File: src/rtl/dei_pkg.sv
// Package: shared constants and types for the dual-source interrupt latch.
// Assumes: all users take the synchroniser depth from here unless overridden.
package dei_pkg;
    localparam int unsigned SYNC_DEPTH = 2;
    localparam int unsigned NUM_SRC    = 2;

    // One event line together with its enable level.
    typedef struct packed {
        logic en;
        logic evt;
    } src_t;
endpackage

File: src/rtl/dei_sync_chain.sv
// Module: multi-bit flop-chain synchroniser.
// Does: moves WIDTH independent level signals into the clk domain through
//       STAGES flops. All bits share one chain depth, so bits that change
//       together leave together.
// Assumes: synchronous active-low reset that loads RST_VAL into every stage.
module dei_sync_chain #(
    parameter int unsigned WIDTH   = 4,
    parameter int unsigned STAGES  = 2,
    parameter logic        RST_VAL = 1'b1
) (
    input  logic             clk,
    input  logic             rst_n,
    input  logic [WIDTH-1:0] d,
    output logic [WIDTH-1:0] q
);
    logic [WIDTH-1:0] stage_q [STAGES];

    for (genvar g = 0; g < STAGES; g++) begin : g_stage
        if (g == 0) begin : g_first
            // First stage: capture the raw inputs.
            always_ff @(posedge clk) begin
                if (!rst_n) stage_q[g] <= {WIDTH{RST_VAL}};
                else        stage_q[g] <= d;
            end
        end else begin : g_next
            // Later stages: shift from the previous stage.
            always_ff @(posedge clk) begin
                if (!rst_n) stage_q[g] <= {WIDTH{RST_VAL}};
                else        stage_q[g] <= stage_q[g-1];
            end
        end
    end

    assign q = stage_q[STAGES-1];
endmodule

File: src/rtl/dei_rise_gate.sv
// Module: rising-edge detector with an enable qualifier.
// Does: flags a 0-to-1 step of a synchronised level as a one-cycle pulse on
//       rise_any, and on rise_qual when the synchronised enable is also high.
// Assumes: lvl and en are already in the clk domain. The history flop resets
//          to 1, so a level that is high at reset release is not an edge.
module dei_rise_gate (
    input  logic clk,
    input  logic rst_n,
    input  logic lvl,
    input  logic en,
    output logic rise_any,
    output logic rise_qual
);
    logic prev_q;

    // Remember the level of the previous cycle.
    always_ff @(posedge clk) begin
        if (!rst_n) prev_q <= 1'b1;
        else        prev_q <= lvl;
    end

    // Edge pulse and its enable-qualified copy.
    always_comb begin
        rise_any  = lvl & ~prev_q;
        rise_qual = rise_any & en;
    end

    // A pulse lasts one cycle unless the level falls and rises again at once.
    p_single_pulse_r9: assert property (@(posedge clk) disable iff (!rst_n)
        rise_any && lvl |=> !rise_any || !$past(lvl) == 1'b0 && lvl == 1'b0 || !rise_any)
        else $error("rise pulse repeated on a held level");
endmodule

File: src/rtl/dei_sr_cell.sv
// Module: set/clear latch with an active-low output.
// Does: drives q_n low on a set pulse and holds it there until clear.
//       Clear wins over set in the same cycle.
// Assumes: set and clr are synchronous to clk.
module dei_sr_cell (
    input  logic clk,
    input  logic rst_n,
    input  logic set,
    input  logic clr,
    output logic q_n
);
    // Latch update: reset, then clear, then set.
    always_ff @(posedge clk) begin
        if (!rst_n)   q_n <= 1'b1;
        else if (clr) q_n <= 1'b1;
        else if (set) q_n <= 1'b0;
    end

    p_clear_first_r8: assert property (@(posedge clk) disable iff (!rst_n)
        clr |=> q_n)
        else $error("clear did not release the output");

    p_set_lands_r2: assert property (@(posedge clk) disable iff (!rst_n)
        set && !clr |=> !q_n)
        else $error("set pulse did not drive the output low");

    p_sticky_r7: assert property (@(posedge clk) disable iff (!rst_n)
        !set && !clr |=> $stable(q_n))
        else $error("output changed with no set and no clear");
endmodule

File: src/rtl/dual_event_irq.sv
// Module: dual-source edge interrupt latch (top).
// Does: synchronises two event/enable pairs and detects rising edges on the
//       events. Enabled edges set a shared active-low interrupt. Every edge
//       on source B sets an active-low flag. irq_clr releases both.
// Assumes: irq_clr is synchronous to clk. An event edge must leave its line
//          low for at least SYNC_STAGES cycles after reset to be seen.
module dual_event_irq #(
    parameter int unsigned SYNC_STAGES = dei_pkg::SYNC_DEPTH
) (
    input  logic clk,
    input  logic rst_n,
    input  logic evt_a,
    input  logic en_a,
    input  logic evt_b,
    input  logic en_b,
    input  logic irq_clr,
    output logic irq_n,
    output logic flag_n
);
    import dei_pkg::*;

    localparam int unsigned SRC_W = $bits(src_t);
    localparam int unsigned BUS_W = NUM_SRC * SRC_W;
    localparam int unsigned IDX_B = 1;

    src_t [NUM_SRC-1:0] raw_src;
    src_t [NUM_SRC-1:0] syn_src;
    logic [BUS_W-1:0]   syn_bus;
    logic [NUM_SRC-1:0] rise_any;
    logic [NUM_SRC-1:0] rise_qual;
    logic               irq_set;

    // Pack the pins into source records.
    always_comb begin
        raw_src[0].evt = evt_a;
        raw_src[0].en  = en_a;
        raw_src[1].evt = evt_b;
        raw_src[1].en  = en_b;
    end

    dei_sync_chain #(
        .WIDTH   (BUS_W),
        .STAGES  (SYNC_STAGES),
        .RST_VAL (1'b1)
    ) u_sync (
        .clk   (clk),
        .rst_n (rst_n),
        .d     (raw_src),
        .q     (syn_bus)
    );

    assign syn_src = syn_bus;

    for (genvar s = 0; s < NUM_SRC; s++) begin : g_src
        dei_rise_gate u_rise (
            .clk       (clk),
            .rst_n     (rst_n),
            .lvl       (syn_src[s].evt),
            .en        (syn_src[s].en),
            .rise_any  (rise_any[s]),
            .rise_qual (rise_qual[s])
        );
    end

    // Any enabled edge requests the interrupt.
    always_comb irq_set = |rise_qual;

    dei_sr_cell u_irq (
        .clk   (clk),
        .rst_n (rst_n),
        .set   (irq_set),
        .clr   (irq_clr),
        .q_n   (irq_n)
    );

    dei_sr_cell u_flag (
        .clk   (clk),
        .rst_n (rst_n),
        .set   (rise_any[IDX_B]),
        .clr   (irq_clr),
        .q_n   (flag_n)
    );

    p_no_fall_on_clear_r8: assert property (@(posedge clk) disable iff (!rst_n)
        $fell(irq_n) |-> !$past(irq_clr))
        else $error("interrupt fell in a clear cycle");

    p_clear_releases_r7: assert property (@(posedge clk) disable iff (!rst_n)
        irq_clr |=> irq_n && flag_n)
        else $error("clear did not release both outputs");

    p_flag_from_b_r6: assert property (@(posedge clk) disable iff (!rst_n)
        $fell(flag_n) |-> $past(rise_any[IDX_B]))
        else $error("flag fell without an edge on source B");
endmodule

File: config.mk
export PLATFORM = sky130hd
export DESIGN_NAME = dual_event_irq
export DESIGN_NICKNAME = d
export VERILOG_FILES = /design/src/rtl/dei_pkg.sv /design/src/rtl/dei_sync_chain.sv /design/src/rtl/dei_rise_gate.sv /design/src/rtl/dei_sr_cell.sv /design/src/rtl/dual_event_irq.sv
export SDC_FILE = /design/constraint.sdc
export NUM_CORES = 1
export LEC_CHECK = 0
export BUFFER_PORTS_ARGS = -buffer_cell sky130_fd_sc_hd__buf_2
export CAP_MARGIN = 5
export CORE_AREA = 2 2 39 41
export DETAILED_ROUTE_END_ITERATION = 16
export DIE_AREA = 0 0 41 43
export PLACE_DENSITY = 0.5
export SLEW_MARGIN = 20
export SYNTH_ARGS = -nofsm -noshare
export SYNTH_HDL_FRONTEND = slang
export SYNTH_SLANG_ARGS = --single-unit
File: constraint.sdc
create_clock -name clk -period 1.6 [get_ports clk]
set_input_delay 0.48 -clock clk [delete_from_list [all_inputs] [get_ports clk]]
set_output_delay 0.48 -clock clk [all_outputs]
set_load 0.05 [all_outputs]
==> out/results.ini <==
[outcome]
status=finished, final reports clean

[global_route]
met2_usage_pct=8.750
antenna_found_initial=0
grt.met1_usage_pct=7.843
overflow=0
first_global_vias=203
grtUsageMet3_pct=3.665
gr-usage-all-layers_pct=7.164
grt_pass1_wl_um=786
busiest_layer=met2
grt_max_degree=12

[worst_hold_path]
min_to=u_sync.stage_q[0][2]
hold_depth=2
min_from=evt_b
hold_path.class=in2reg

[cts]
clock-root-buffer=clkbuf_4
path_clk_slew_ns=0.07
ctsResizeCount=0
cts_buffer_depth=2
cts_htree_levels=1
clkSinkCount=12
cts_tree=done
numCtsBuffers=3
holdBufCountCts=0
insertion_delay_ns=0.26
post-cts-setup-buffer-count=0

[worst_setup_path]
worst_r2r_endpoint=u_irq.q_n
cp_slowest_cell=dfxtp_1
path_buf_inv=1
worstPathArrival_ns=0.87
reg2reg_from=u_sync.stage_q[1][0]
rrSetupSlack_ns=0.82
crit_path_max_incr_delay_ns=0.34
end_kind=primary output
required_ns=1.12
cp-start-kind=flip-flop
path_max_fanout=2
crit_chain=buf_2
r2r_cells=2
setup.worst_path.class=reg2out
crit_family=flip-flops

[die]
io_pins=9
start_util_pct=26.40
row_count=14
die_w_um=41
die_area_mm2=0.001763
fp.dieH_um=43
core_area_mm2=0.001384

[synthesis]
async_reset_ff_share_pct=0
yosys.cell_types.count=9
yosys_warnings=0
synth_cells=31
synth.most_common_cell=dfxtp_1
synth_nets=38
ys_ff_latch=12
ys.flop_type=dfxtp_1
synth-seq-area-share_pct=65.75
synth_edf_count=0
synth_commonest_cells=dfxtp_1, nand2b_1, and3b_1, inv_1, nor2b_1
syn_area_per_cell_um2=11.79
syn-cell-area_um2=365.4
synth_top_area_cell=dfxtp_1
synth_area_leaders=dfxtp_1, nand2b_1, and3b_1
synth_top_area_share_pct=65.75

[final_layout]
final_util_pct=33.00
synthToLayoutAreaGrowth_pct=25.00
fin_cells=58
fillers=151
diodes=0
drive_above_1_share_pct=33.33
nNetsFinal=50

[route]
drcViolationCount=0
vias=220
first_pass_iters=2
drt_iter0_drc=1
drtAntennaViolNets=0
wl_um=451
wl_per_cell_um=7.776
via_per_inst=3.793

[pwr]
p_leak_nw=0.2101
power_density_mw_per_mm2=1236
ir_drop_v=0.0003470

[sta]
report.final.slew_viol_count=0
relSlewSlack_pct=83.62
setup_tns_ns=0
setup_viol=0
clock.fmax_mhz=741.8
tightest_slew_ns=0.2474
rsz0062_at_grt=false
layout_worst_path_cycle_share_pct=84.26
fin_crit_ns=1.348
skew_ns=0.002989
hold_viol_final=0

[job]
cap_violations=0

[place]
port_buffers=8
dpl.cell_count=54
place_congestion=0.5955
hpwlAfterDp_um=352.9

==> kinds of logic after synthesis <==
group                  synth area share [%]
AO/OA/AOI/OAI                         4.793
flip-flops                            65.75
buffers and inverters                 3.424
AND/OR/NAND/NOR                       26.03
==> metrics by stage <==
| stage | setup WS [ns] | power (mW) | area (µm²) | hold slack, ns |
|---|---|---|---|---|
| 3_3_place_gp | 0.5139 | 0.3458 | 420.4 | 0.3931 |
| 6_report | 0.2519 | 0.5645 | 456.7 | 0.3957 |
| 4_1_cts | 0.2359 | 0.5751 | 456.7 | 0.3865 |
| 5_1_grt | 0.2071 | 0.5986 | 456.7 | 0.3847 |
| 3_5_place_dp | 0.4825 | 0.3470 | 420.4 | 0.3936 |
| 2_1_floorplan | 0.5174 | 0.3375 | 365.4 | 0.3863 |
==> layer usage <==
layer  vias to the layer above  wire length [µm]
li1                        117                 -
met1                        94               193
met2                         9               198
met3                         0                59
met4                         0                 0
met5                         -                 0
==> layout by cell type (no fill, tap or decap) <==
master	Yosys	routed
nand2b_2	1	1
clkbuf_8	0	1
o31ai_2	1	1
nand2b_1	9	9
dfxtp_1	12	12
nor2b_1	2	2
buf_2	1	8
clkbuf_4	0	3
and3b_1	2	2
inv_1	2	2
o21ai_1	1	1
==> worst max path at each step <==
stage                    start        end  slack, ns  depth (start not counted)
finish               u_irq.q_n      irq_n       0.25                          1
global route         u_irq.q_n      irq_n       0.21                          1
CTS                  u_irq.q_n      irq_n       0.24                          1
detailed placement       rst_n  u_irq.q_n       0.48                          3
global placement         rst_n  u_irq.q_n       0.51                          3
floorplan           u_flag.q_n     flag_n       0.52                          0
==> where the power goes <==
group / switching, mW / internal [mW]
clock network: 0.0871 / 0.138
registers: 0.00288 / 0.310
logic: 0.0123 / 0.0141
total: 0.102 / 0.462
==> state kept, by name, summed over array words and instances, names as in the netlist <==
| register | cells |
|---|---|
| u_irq.q_n | 1 |
| g_src.u_rise.prev_q | 2 |
| u_flag.q_n | 1 |
| u_sync.stage_q | 8 |
==> layout make-up <==
cell class	count	area [µm²]	share of cell area, %
Timing Repair Buffer	8	40.04	8.767
Multi-Input combinational cell	16	112.6	24.66
Inverter	2	7.507	1.644
Sequential cell	12	240.2	52.60
Clock buffer	4	36.28	7.945
Tap cell	16	20.02	4.384
No activity file was read; power rests on OpenSTA's default activity.
